## src/rtl/walker_pkg.sv

```systemverilog
// Shared definitions for the page table walker.
// Assumes three translation levels; the state order follows the walk order.
package walker_pkg;
    typedef enum logic [2:0] {
        ST_IDLE = 3'd0,
        ST_L1   = 3'd1,
        ST_L2   = 3'd2,
        ST_L3   = 3'd3,
        ST_END  = 3'd4
    } walk_state_t;

    localparam int unsigned ENT_BYTES_LOG2 = 3;
endpackage

```

## src/rtl/walk_index_split.sv

```systemverilog
// Splits a virtual address into the top index, directory index, table index
// and page offset. Assumes VA_W == TOP_W + 2*IDX_W + OFF_W.
module walk_index_split #(
    parameter int unsigned VA_W  = 32,
    parameter int unsigned TOP_W = 2,
    parameter int unsigned IDX_W = 9,
    parameter int unsigned OFF_W = 12
) (
    input  logic [VA_W-1:0]  vaddr,
    output logic [TOP_W-1:0] top_idx,
    output logic [IDX_W-1:0] dir_idx,
    output logic [IDX_W-1:0] tbl_idx,
    output logic [OFF_W-1:0] offset
);
    localparam int unsigned TBL_LO = OFF_W;
    localparam int unsigned DIR_LO = OFF_W + IDX_W;
    localparam int unsigned TOP_LO = OFF_W + 2 * IDX_W;

    // Slice the address into its fixed fields.
    always_comb begin
        offset  = vaddr[OFF_W-1:0];
        tbl_idx = vaddr[TBL_LO +: IDX_W];
        dir_idx = vaddr[DIR_LO +: IDX_W];
        top_idx = vaddr[TOP_LO +: TOP_W];
    end
endmodule

```

## src/rtl/walk_entry_addr.sv

```systemverilog
// Forms the byte address of the entry read at the current level:
// table base plus index times the entry size. Level 1 takes its base from
// the root register with its low ROOT_ALIGN bits forced to zero. Levels 2 and 3
// use the frame-derived base supplied by the controller.
module walk_entry_addr #(
    parameter int unsigned PA_W       = 36,
    parameter int unsigned ROOT_W     = 32,
    parameter int unsigned ROOT_ALIGN = 5,
    parameter int unsigned TOP_W      = 2,
    parameter int unsigned IDX_W      = 9
) (
    input  logic [1:0]        level,
    input  logic [ROOT_W-1:0] root,
    input  logic [PA_W-1:0]   next_base,
    input  logic [TOP_W-1:0]  top_idx,
    input  logic [IDX_W-1:0]  dir_idx,
    input  logic [IDX_W-1:0]  tbl_idx,
    output logic [PA_W-1:0]   entry_addr
);
    import walker_pkg::*;

    logic [PA_W-1:0]  root_base;
    logic [PA_W-1:0]  base_sel;
    logic [IDX_W-1:0] idx_sel;

    // Aligned top-table base taken from the root register.
    assign root_base = {{(PA_W-ROOT_W){1'b0}}, root[ROOT_W-1:ROOT_ALIGN], {ROOT_ALIGN{1'b0}}};

    // Choose base and index for the level being read.
    always_comb begin
        case (level)
            2'd1:    begin base_sel = root_base; idx_sel = {{(IDX_W-TOP_W){1'b0}}, top_idx}; end
            2'd2:    begin base_sel = next_base; idx_sel = dir_idx; end
            default: begin base_sel = next_base; idx_sel = tbl_idx; end
        endcase
    end

    // Base plus scaled index.
    assign entry_addr = base_sel + ({{(PA_W-IDX_W){1'b0}}, idx_sel} << ENT_BYTES_LOG2);
endmodule

```

## src/rtl/walk_ctrl.sv

```systemverilog
// Sequences the walk: accepts a request when idle, issues one entry read per
// level with a valid/ready handshake, waits for the response, checks the
// present bit and either advances, finishes or faults. Results are held
// in registers until the next completion.
module walk_ctrl #(
    parameter int unsigned PA_W    = 36,
    parameter int unsigned ENT_W   = 64,
    parameter int unsigned FRAME_W = 24,
    parameter int unsigned OFF_W   = 12
) (
    input  logic             clk,
    input  logic             rst_n,
    input  logic             req_valid,
    output logic             req_ready,
    output logic             accept,
    output logic [1:0]       level,
    output logic [PA_W-1:0]  next_base,
    input  logic [OFF_W-1:0] offset,
    output logic             mem_req_valid,
    input  logic             mem_req_ready,
    input  logic             mem_rsp_valid,
    input  logic [ENT_W-1:0] mem_rsp_data,
    output logic             done,
    output logic             fault,
    output logic [1:0]       fault_level,
    output logic [PA_W-1:0]  paddr
);
    import walker_pkg::*;

    walk_state_t          state_q;
    logic                 issued_q;
    logic [PA_W-1:0]      base_q;
    logic [PA_W-1:0]      paddr_q;
    logic                 fault_q;
    logic [1:0]           flvl_q;
    logic                 walking;
    logic                 present;
    logic [FRAME_W-1:0]   frame;

    // Decode the current state into handshake and level signals.
    always_comb begin
        walking = (state_q == ST_L1) || (state_q == ST_L2) || (state_q == ST_L3);
        case (state_q)
            ST_L1:   level = 2'd1;
            ST_L2:   level = 2'd2;
            ST_L3:   level = 2'd3;
            default: level = 2'd0;
        endcase
    end

    assign present       = mem_rsp_data[0];
    assign frame         = mem_rsp_data[OFF_W +: FRAME_W];
    assign req_ready     = (state_q == ST_IDLE);
    assign accept        = req_ready && req_valid;
    assign mem_req_valid = walking && !issued_q;
    assign next_base     = base_q;
    assign done          = (state_q == ST_END);
    assign fault         = fault_q;
    assign fault_level   = flvl_q;
    assign paddr         = paddr_q;

    // Walk state machine with result registers.
    always_ff @(posedge clk) begin
        if (!rst_n) begin
            state_q  <= ST_IDLE;
            issued_q <= 1'b0;
            base_q   <= '0;
            paddr_q  <= '0;
            fault_q  <= 1'b0;
            flvl_q   <= 2'd0;
        end else begin
            case (state_q)
                ST_IDLE: begin
                    if (req_valid) begin
                        state_q  <= ST_L1;
                        issued_q <= 1'b0;
                    end
                end
                ST_L1, ST_L2, ST_L3: begin
                    if (!issued_q) begin
                        if (mem_req_ready) issued_q <= 1'b1;
                    end else if (mem_rsp_valid) begin
                        issued_q <= 1'b0;
                        if (!present) begin
                            fault_q <= 1'b1;
                            flvl_q  <= level;
                            paddr_q <= '0;
                            state_q <= ST_END;
                        end else if (state_q == ST_L3) begin
                            fault_q <= 1'b0;
                            flvl_q  <= 2'd0;
                            paddr_q <= {frame, offset};
                            state_q <= ST_END;
                        end else begin
                            base_q  <= {frame, {OFF_W{1'b0}}};
                            state_q <= (state_q == ST_L1) ? ST_L2 : ST_L3;
                        end
                    end
                end
                default: state_q <= ST_IDLE;
            endcase
        end
    end

    // completion lasts one cycle.
    assert_done_pulse_R9: assert property (@(posedge clk) disable iff (!rst_n)
        done |=> !done);
    // results move only in the completion cycle.
    assert_result_hold_R9: assert property (@(posedge clk) disable iff (!rst_n)
        !($stable(paddr) && $stable(fault) && $stable(fault_level)) |-> done);
    // no new request is taken while a read is pending.
    assert_idle_only_R8: assert property (@(posedge clk) disable iff (!rst_n)
        req_ready |-> !mem_req_valid);
    // a fault always names its level.
    assert_fault_level_R6: assert property (@(posedge clk) disable iff (!rst_n)
        (done && fault) |-> (fault_level != 2'd0));
    // a request not yet accepted stays raised.
    assert_req_hold_R7: assert property (@(posedge clk) disable iff (!rst_n)
        (mem_req_valid && !mem_req_ready) |=> mem_req_valid);
endmodule

```

## src/rtl/pt_walker.sv

```systemverilog
// Three-level page table walker top. Captures the request, splits the
// virtual address, forms entry addresses and runs the walk controller.
// Assumes the memory answers each accepted read with exactly one response.
module pt_walker #(
    parameter int unsigned VA_W       = 32,
    parameter int unsigned ROOT_W     = 32,
    parameter int unsigned ROOT_ALIGN = 5,
    parameter int unsigned TOP_W      = 2,
    parameter int unsigned IDX_W      = 9,
    parameter int unsigned OFF_W      = 12,
    parameter int unsigned FRAME_W    = 24,
    parameter int unsigned ENT_W      = 64,
    parameter int unsigned PA_W       = FRAME_W + OFF_W
) (
    input  logic              clk,
    input  logic              rst_n,
    input  logic              req_valid,
    output logic              req_ready,
    input  logic [VA_W-1:0]   req_vaddr,
    input  logic [ROOT_W-1:0] req_root,
    output logic              mem_req_valid,
    input  logic              mem_req_ready,
    output logic [PA_W-1:0]   mem_req_addr,
    input  logic              mem_rsp_valid,
    input  logic [ENT_W-1:0]  mem_rsp_data,
    output logic              done,
    output logic              fault,
    output logic [1:0]        fault_level,
    output logic [PA_W-1:0]   paddr
);
    logic [VA_W-1:0]   va_q;
    logic [ROOT_W-1:0] root_q;
    logic              accept;
    logic [1:0]        level;
    logic [PA_W-1:0]   next_base;
    logic [TOP_W-1:0]  top_idx;
    logic [IDX_W-1:0]  dir_idx;
    logic [IDX_W-1:0]  tbl_idx;
    logic [OFF_W-1:0]  offset;

    // Capture the request operands when the walker accepts them.
    always_ff @(posedge clk) begin
        if (!rst_n) begin
            va_q   <= '0;
            root_q <= '0;
        end else if (accept) begin
            va_q   <= req_vaddr;
            root_q <= req_root;
        end
    end

    walk_index_split #(.VA_W(VA_W), .TOP_W(TOP_W), .IDX_W(IDX_W), .OFF_W(OFF_W)) u_split (
        .vaddr(va_q), .top_idx(top_idx), .dir_idx(dir_idx), .tbl_idx(tbl_idx), .offset(offset)
    );

    walk_entry_addr #(.PA_W(PA_W), .ROOT_W(ROOT_W), .ROOT_ALIGN(ROOT_ALIGN),
                      .TOP_W(TOP_W), .IDX_W(IDX_W)) u_addr (
        .level(level), .root(root_q), .next_base(next_base), .top_idx(top_idx),
        .dir_idx(dir_idx), .tbl_idx(tbl_idx), .entry_addr(mem_req_addr)
    );

    walk_ctrl #(.PA_W(PA_W), .ENT_W(ENT_W), .FRAME_W(FRAME_W), .OFF_W(OFF_W)) u_ctrl (
        .clk(clk), .rst_n(rst_n), .req_valid(req_valid), .req_ready(req_ready),
        .accept(accept), .level(level), .next_base(next_base), .offset(offset),
        .mem_req_valid(mem_req_valid), .mem_req_ready(mem_req_ready),
        .mem_rsp_valid(mem_rsp_valid), .mem_rsp_data(mem_rsp_data),
        .done(done), .fault(fault), .fault_level(fault_level), .paddr(paddr)
    );

    // a stalled read keeps its address.
    assert_addr_stable_R7: assert property (@(posedge clk) disable iff (!rst_n)
        (mem_req_valid && !mem_req_ready) |=> $stable(mem_req_addr));
    // top-table reads stay inside the root register's reach.
    assert_top_low_R2: assert property (@(posedge clk) disable iff (!rst_n)
        (mem_req_valid && level == 2'd1) |-> (mem_req_addr[PA_W-1:ROOT_W] == '0));
endmodule

```

## config.mk

```make
export PLATFORM = sky130hd
export DESIGN_NAME = pt_walker
export DESIGN_NICKNAME = d
export VERILOG_FILES = /design/src/rtl/walker_pkg.sv /design/src/rtl/walk_index_split.sv /design/src/rtl/walk_entry_addr.sv /design/src/rtl/walk_ctrl.sv /design/src/rtl/pt_walker.sv
export SDC_FILE = /design/constraint.sdc
export NUM_CORES = 1
export LEC_CHECK = 0
export BUFFER_PORTS_ARGS = -buffer_cell sky130_fd_sc_hd__buf_2
export CORE_ASPECT_RATIO = 0.75
export CORE_MARGIN = 2
export CORE_UTILIZATION = 50
export DETAILED_ROUTE_END_ITERATION = 8
export PLACE_DENSITY = 0.78
export SYNTH_ARGS = -nofsm -noshare
export SYNTH_HDL_FRONTEND = slang
export SYNTH_HIERARCHICAL = 1
export SYNTH_SLANG_ARGS = --single-unit
```

## constraint.sdc

```tcl
create_clock -name clk -period 4.5 [get_ports clk]
set_input_delay 0.225 -clock clk [delete_from_list [all_inputs] [get_ports clk]]
set_output_delay 0.225 -clock clk [all_outputs]
set_load 0.05 [all_outputs]
```

==> summary.txt, run 1 <==
Floorplan
  – Num ports: between 200 and 250
  – Die Y: 106 um
  – Die Wd: 140 um
  – Core Region: 13600 um^2
  – Initial core utilization: 50.7%
  – Row count: 37
  – Die area: 14800 um^2

Synth
  – Synth warn: 6
  – Area of the mapped netlist: between 6000 and 7000 um^2
  – Avg Cell Area, Syn: a little over 9 um^2
  – Cells after synthesis: ~750

Pwr
  – Power Density: 383 nW/um^2
  – Switching Fraction: 30.3%
  – Internal power: 2.13 mW
  – Worst vdd ir: 0.000262 V
  – Sw power: 928 uW
  – Tot Pwr: 3.06 mW
  – Static leakage: 3.65 nW
  – Clock share of power: 44.4%
  – Combinational share of power: 16.7%
  – Reg power frac: 38.9%

Timing
  – Fmax: 0.241 GHz
  – Post-layout minimum cycle time: roughly 4.2 ns
  – Fin crit share: 92.4%
  – Final worst slack: 0.344 ns
  – Fin. max-slew vios: 0
  – Tightest Pin Transition: around 1.1 ns
  – Slew Limit Headroom: 27.5%
  – Fin. Hold Viols: 0
  – Setup Skew: 0.00850 ns
  – Unrepaired setup endpoints after global routing: no
  – Final setup viols: 0
  – Setup TNS: 0 ns
  – WHS: 0.0721 ns

Detailed routing
  – 1st-pass router iterations: 5
  – DR WL/cell: 15.7 um
  – WL final: around 16000 um
  – Drt drc: 0
  – Antenna-violating nets left: 0
  – Vias: 5457
  – Initial DRC Count: ~360
  – Via-to-Cell Ratio: 5.21

Place
  – Post-place setup slack: 0.717 ns
  – Hpwl dp: 11600 um
  – GP Congestion: 0.874
  – DP Area: 7400 um^2
  – Placed cells: 1015
  – Port Buffer Count: about 160

Global routing
  – GRT overflow: 0
  – Total global-route track usage: between 20% and 30%
  – GRT busiest layer: met2
  – Met1 usage: 31.8%
  – Met2 Track Usage GR: 31.9%
  – First-pass GRT wire length: 26100 um
  – Largest net degree at the start of global routing: 116
  – Vias in the first global route: 5202
  – GR Util met3: 6.45%
  – Initial antenna violation count: 0

Critical path
  – Max incr delay on CP: 0.40 ns
  – Max stage delay cell, worst path: ha_1
  – Crit path cell chain: inv_1, nor2_1, inv_1, ha_1, buf_4, a22o_1, ha_1, and3_1, nand2_1, a21oi_2, nor2_1, buf_4, nor4_1, xnor2_1, buf_2
  – Crit end category: output pin
  – Sum of buffers and inverters on the critical path: 5
  – Crit path required time: 4.28 ns
  – Crit Path Class: flip-flop to output pin
  – Worst EP arrival: 3.93 ns
  – Worst setup SP type: flip-flop
  – Worst-path fanout max: 12
  – Crit path max-delay family: simple AND/OR/NAND/NOR gates

CTS
  – Clk_lat worst skew: 0.40 ns
  – CTS root buf: clkbuf_16
  – TritonCTS Buffers: 17
  – TritonCTS clock tree: built
  – Clk pin slew, worst setup/hold paths: 0.07 ns
  – Number of hold buffers added after CTS: 0
  – Max Buffers Root-to-Sink: 2
  – H-tree levels: 4
  – TritonCTS sink count: 126

Cells and area
  – Antenna cell count: 0
  – Filler instances: 1254
  – Post-layout util: 58.7%
  – Finished Cell Area: 7990 um^2
  – Area Overhead vs Synth: 15.8%
  – Ratio of cells with drive above 1 in the final layout: 27.6%
  – Fin cells: 1047
  – Nets: 1005

Min path
  – HP Class: primary input to flip-flop

Job
  – Max_cap viols: 0

Outcome
  – Outcome: finished, final reports clean
==> placed cells by master, fill, tap and decap left out, types with 5 or more instances in the layout <==
cell and count:
ha_1 11, o21ai_0 6, conb_1 12, mux2i_1 94, nor3_1 6, nand2_1 118
dfxtp_1 126, xnor2_1 17, inv_1 10, mux2_2 9, nor2b_1 72, buf_2 162
and2b_2 6, a21oi_1 17, nand3_1 6, buf_4 8, a22o_1 6, a32oi_1 5
o22ai_1 36, clkbuf_16 17, nor2_1 16, inv_6 8, xor2_1 14
==> state kept, by name (all words and copies together) (netlist names) <==
signal / count
u_ctrl/state_q: 3
u_ctrl/issued_q: 1
u_ctrl/next_base: 24
root_q: 27
u_ctrl/paddr: 36
va_q: 32
u_ctrl/fault: 1
u_ctrl/fault_level: 2
==> metal layers <==
layer	wire, um	up-vias	part of all wire (%)
met2	6860	142	42
met1	8300	2542	51
met5	0	-	0
met4	130	0	0.79
li1	-	2764	-
met3	1130	9	6.9
==> area by class of cell <==
class / count / area [um^2] / share of cell area, %
multi-input cells: 534 / 3760 / 47.0
well taps: 175 / 219 / 2.74
repair buffers: 170 / 871 / 10.9
inverters: 10 / 37.5 / 0.470
clock buffers: 17 / 425 / 5.32
flip-flops and latches: 126 / 2520 / 31.6
clock inverters: 15 / 160 / 2.00
==> what timing repair did <==
item	CTS	global route
endpoints found under the setup margin	0	3
resized for setup	0	1
buffers inserted	0	0
hold endpoints to repair	0	0
==> power groups by stage <==
stage               registers (mW)  logic, mW  clock network (mW)
floorplan                     1.20      0.445                   0
global placement              1.21      0.503                   0
detailed placement            1.21      0.510                   0
CTS                           1.19      0.511                1.39
global route                  1.20      0.551                1.44
finish                        1.19      0.511                1.36
==> path summary, 6_finish.rpt <==
kind         slack, ns  cells past startpoint                            end                      startpoint
max               0.34                     15               mem_req_addr[34]  u_ctrl/state_q[0]$_SDFFE_PN0P_
max reg2reg       2.36                      5        root_q[19]$_SDFFE_PN0P_  u_ctrl/state_q[0]$_SDFFE_PN0P_
min reg2reg       0.47                      2  u_ctrl/paddr[19]$_SDFFE_PN0P_   u_ctrl/paddr[19]$_SDFFE_PN0P_
min               0.07                      3           va_q[0]$_SDFFE_PN0P_                    req_vaddr[0]
==> tightest hold or removal path: stages <==
cell	delay (ns)
buf_2	0.07
mux2i_1	0.05
nor2b_1	0.09
Power figures use the tool's default switching activity.
==> run 2: changes to the inputs <==
--- a/config.mk
+++ b/config.mk
@@ -11,6 +11,7 @@
 export CORE_UTILIZATION = 50
 export DETAILED_ROUTE_END_ITERATION = 8
 export PLACE_DENSITY = 0.78
+export SETUP_SLACK_MARGIN = 0.5
 export SYNTH_ARGS = -nofsm -noshare
 export SYNTH_HDL_FRONTEND = slang
 export SYNTH_HIERARCHICAL = 1
==> run 2 against run 1 <==
- global-route usage rose by 0.62 points
- cell count barely moved
- non-clock buffer count rose by 1
- wire length rose by 1.1%
- worst setup slack improved by 0.35 ns
- sequential share of layout area fell by 0.96 points
- hold slack got worse by 0.014 ns
- register-to-register slack got worse by 0.17 ns
- flip-flop and latch count did not move
- clock power fell by 7%
- largest power group unchanged
- highest routed layer unchanged
==> summary.txt, run 2 (synthesized netlist as in run 1, its figures left out) <==
Floorplan
  – Core Region: 13600 um^2 (unchanged)
  – Initial core utilization: 50.7% (unchanged)
  – Die area: 14800 um^2 (unchanged)
  – Die Y: 106 um (unchanged)
  – Row count: 37 (unchanged)
  – Num ports: 211 (unchanged)
  – Die Wd: 140 um (unchanged)

Pwr
  – Switching Fraction: 30.4% (was 30.3%)
  – Sw power: 908 uW (was 928 uW)
  – Tot Pwr: 2.99 mW (was 3.06 mW)
  – Internal power: 2.08 mW (was 2.13 mW)
  – Worst vdd ir: 0.000270 V (was 0.000262 V)
  – Static leakage: 3.79 nW (was 3.65 nW)
  – Power Density: 363 nW/um^2 (was 383 nW/um^2)
  – Clock share of power: 42.4% (was 44.4%)
  – Reg power frac: 39.9% (was 38.9%)
  – Combinational share of power: 17.7% (was 16.7%)

Timing
  – Post-layout minimum cycle time: 3.80 ns (was 4.16 ns)
  – Unrepaired setup endpoints after global routing: no (unchanged)
  – Fin. Hold Viols: 0 (unchanged)
  – Tightest Pin Transition: 1.02 ns (was 1.09 ns)
  – Final worst slack: 0.695 ns (was 0.344 ns)
  – Fmax: 0.263 GHz (was 0.241 GHz)
  – Setup TNS: 0 ns (unchanged)
  – Final setup viols: 0 (unchanged)
  – Fin. max-slew vios: 0 (unchanged)
  – WHS: 0.0576 ns (was 0.0721 ns)
  – Fin crit share: 84.5% (was 92.4%)
  – Setup Skew: 0.00680 ns (was 0.00850 ns)
  – Slew Limit Headroom: 31.7% (was 27.5%)

Critical path
  – Crit end category: output pin (unchanged)
  – R2R Path Start: u_ctrl/state_q[0]$_SDFFE_PN0P_ (unchanged)
  – Crit path required time: 4.28 ns (about the same)
  – Worst R2R Path Depth: 6 (was 5)
  – Crit Path Class: flip-flop to output pin (unchanged)
  – Worst-path fanout max: 12 (unchanged)
  – Critical Path Source: u_ctrl/state_q[0]$_SDFFE_PN0P_ (unchanged)
  – Worst setup SP type: flip-flop (unchanged)
  – Worst EP arrival: 3.58 ns (was 3.93 ns)

CTS
  – TritonCTS sink count: 126 (unchanged)
  – TritonCTS Buffers: 17 (unchanged)
  – CTS root buf: clkbuf_16 (unchanged)
  – Clk_lat worst skew: 0.42 ns (was 0.40 ns)
  – # Post-CTS Setup Buffers: 0 (unchanged)
  – TritonCTS clock tree: built (unchanged)
  – H-tree levels: 4 (unchanged)
  – Number of hold buffers added after CTS: 0 (unchanged)
  – Max Buffers Root-to-Sink: 2 (unchanged)
  – Clk pin slew, worst setup/hold paths: 0.06 ns (was 0.07 ns)

Global routing
  – Largest net degree at the start of global routing: 114 (was 116)
  – First-pass GRT wire length: 26400 um (was 26100 um)
  – Total global-route track usage: 22.6% (was 21.9%)
  – Vias in the first global route: 5151 (was 5202)
  – Initial antenna violation count: 0 (unchanged)
  – GRT overflow: 0 (unchanged)

Detailed routing
  – 1st-pass router iterations: 5 (unchanged)
  – Via-to-Cell Ratio: 5.25 (was 5.21)
  – Antenna-violating nets left: 0 (unchanged)
  – Initial DRC Count: 409 (was 358)
  – Drt drc: 0 (unchanged)
  – Vias: 5504 (was 5457)
  – DR WL/cell: 15.8 um (was 15.7 um)
  – WL final: 16600 um (was 16400 um)

Place
  – Hpwl dp: 11700 um (was 11600 um)
  – Post-place setup slack: 0.689 ns (was 0.717 ns)
  – Port Buffer Count: 163 (unchanged)
  – Placed cells: 1016 (was 1015)
  – DP Area: 7550 um^2 (was 7400 um^2)
  – GP Congestion: 0.851 (was 0.874)

Cells and area
  – Most frequent cells in the layout: 154 x buf_2, 125 x dfxtp_1, 118 x nand2_1 (was 162 x buf_2, 126 x dfxtp_1, 118 x nand2_1)
  – Max reg flops: 36 (unchanged)
  – Area Overhead vs Synth: 19.5% (was 15.8%)
  – Fin cells: 1048 (was 1047)
  – Area taken by multi-input logic gates: 4010 um^2 (was 3760 um^2)
  – Antenna cell count: 0 (unchanged)
  – Filler instances: 1190 (was 1254)
  – Finished Cell Area: 8250 um^2 (was 7990 um^2)
  – Nets: 1006 (was 1005)
  – Most common cell after layout, fill and taps aside: buf_2 (unchanged)
  – Ratio of cells with drive above 1 in the final layout: 31.4% (was 27.6%)
  – Register area: 2520 um^2 (about the same)
  – Post-layout util: 60.6% (was 58.7%)

Min path
  – Worst hold start: req_vaddr[2] (was req_vaddr[0])
  – Hold Crit Depth: 3 (unchanged)
  – HP Class: primary input to flip-flop (unchanged)

Job
  – Max_cap viols: 0 (unchanged)

Outcome
  – Outcome: finished, final reports clean (unchanged)
==> run 2: cell types whose count changed in the layout (fill, tap and decap cells not counted), sizes merged <==
cell / previous run / this run
inv: 22 / 15
clkinv: 0 / 5
clkbuf: 17 / 21
buf: 170 / 169
bufinv: 1 / 0
clkinvlp: 2 / 3
==> run 2: area by class of cell <==
type | count | area share (%)
tap | 175 | 2.66
multi-input combinational | 534 | 48.6
sequential | 126 | 30.6
timing repair buffer | 171 | 11.0
inverter | 10 | 0.455
clock inverter | 13 | 1.29
clock buffer | 19 | 5.37
==> run 2: worst paths after layout <==
| kind | endpoint | slack (ns) |
|---|---|---|
| worst min-delay path | va_q[2]$_SDFFE_PN0P_ | 0.06 |
| worst max register to register | root_q[23]$_SDFFE_PN0P_ | 2.19 |
| worst min register to register | u_ctrl/next_base[22]$_SDFFE_PN0P_ | 0.46 |
| worst max-delay path | mem_req_addr[33] | 0.70 |
==> run 2: power by group through the flow <==
| stage | combinational (mW) | clock [mW] | sequential (mW) |
|---|---|---|---|
| floorplan | 0.451 | 0 | 1.20 |
| global placement | 0.510 | 0 | 1.21 |
| detailed placement | 0.516 | 0 | 1.21 |
| CTS | 0.520 | 1.28 | 1.19 |
| global route | 0.572 | 1.34 | 1.20 |
| finish | 0.530 | 1.27 | 1.19 |
==> run 2: timing repair <==
| item | in CTS | in global routing |
|---|---|---|
| endpoints found under the setup margin | 20 | 25 |
| hold endpoints to repair | 0 | 0 |
| pin swaps | 0 | 3 |
| resized for setup | 13 | 20 |
==> run 2: layer usage <==
metal	track usage, %	up-vias	wire (um)
met3	6.27	19	1150
li1	-	2759	-
met1	33.4	2577	8430
met2	31.0	149	6800
met5	0	-	0
met4	8.29	0	212
==> run 2: critical path: stages, from the launching register on <==
cell      delay (ns)
dfxtp_1         0.34
inv_2           0.09
nor2_4          0.11
inv_1           0.08
ha_4            0.25
buf_4           0.18
a22o_1          0.22
ha_1            0.36
o211a_1         0.16
o31a_1          0.12
o31a_1          0.35
o2111a_2        0.34
nand2_2         0.08
mux2_4          0.29
buf_4           0.19
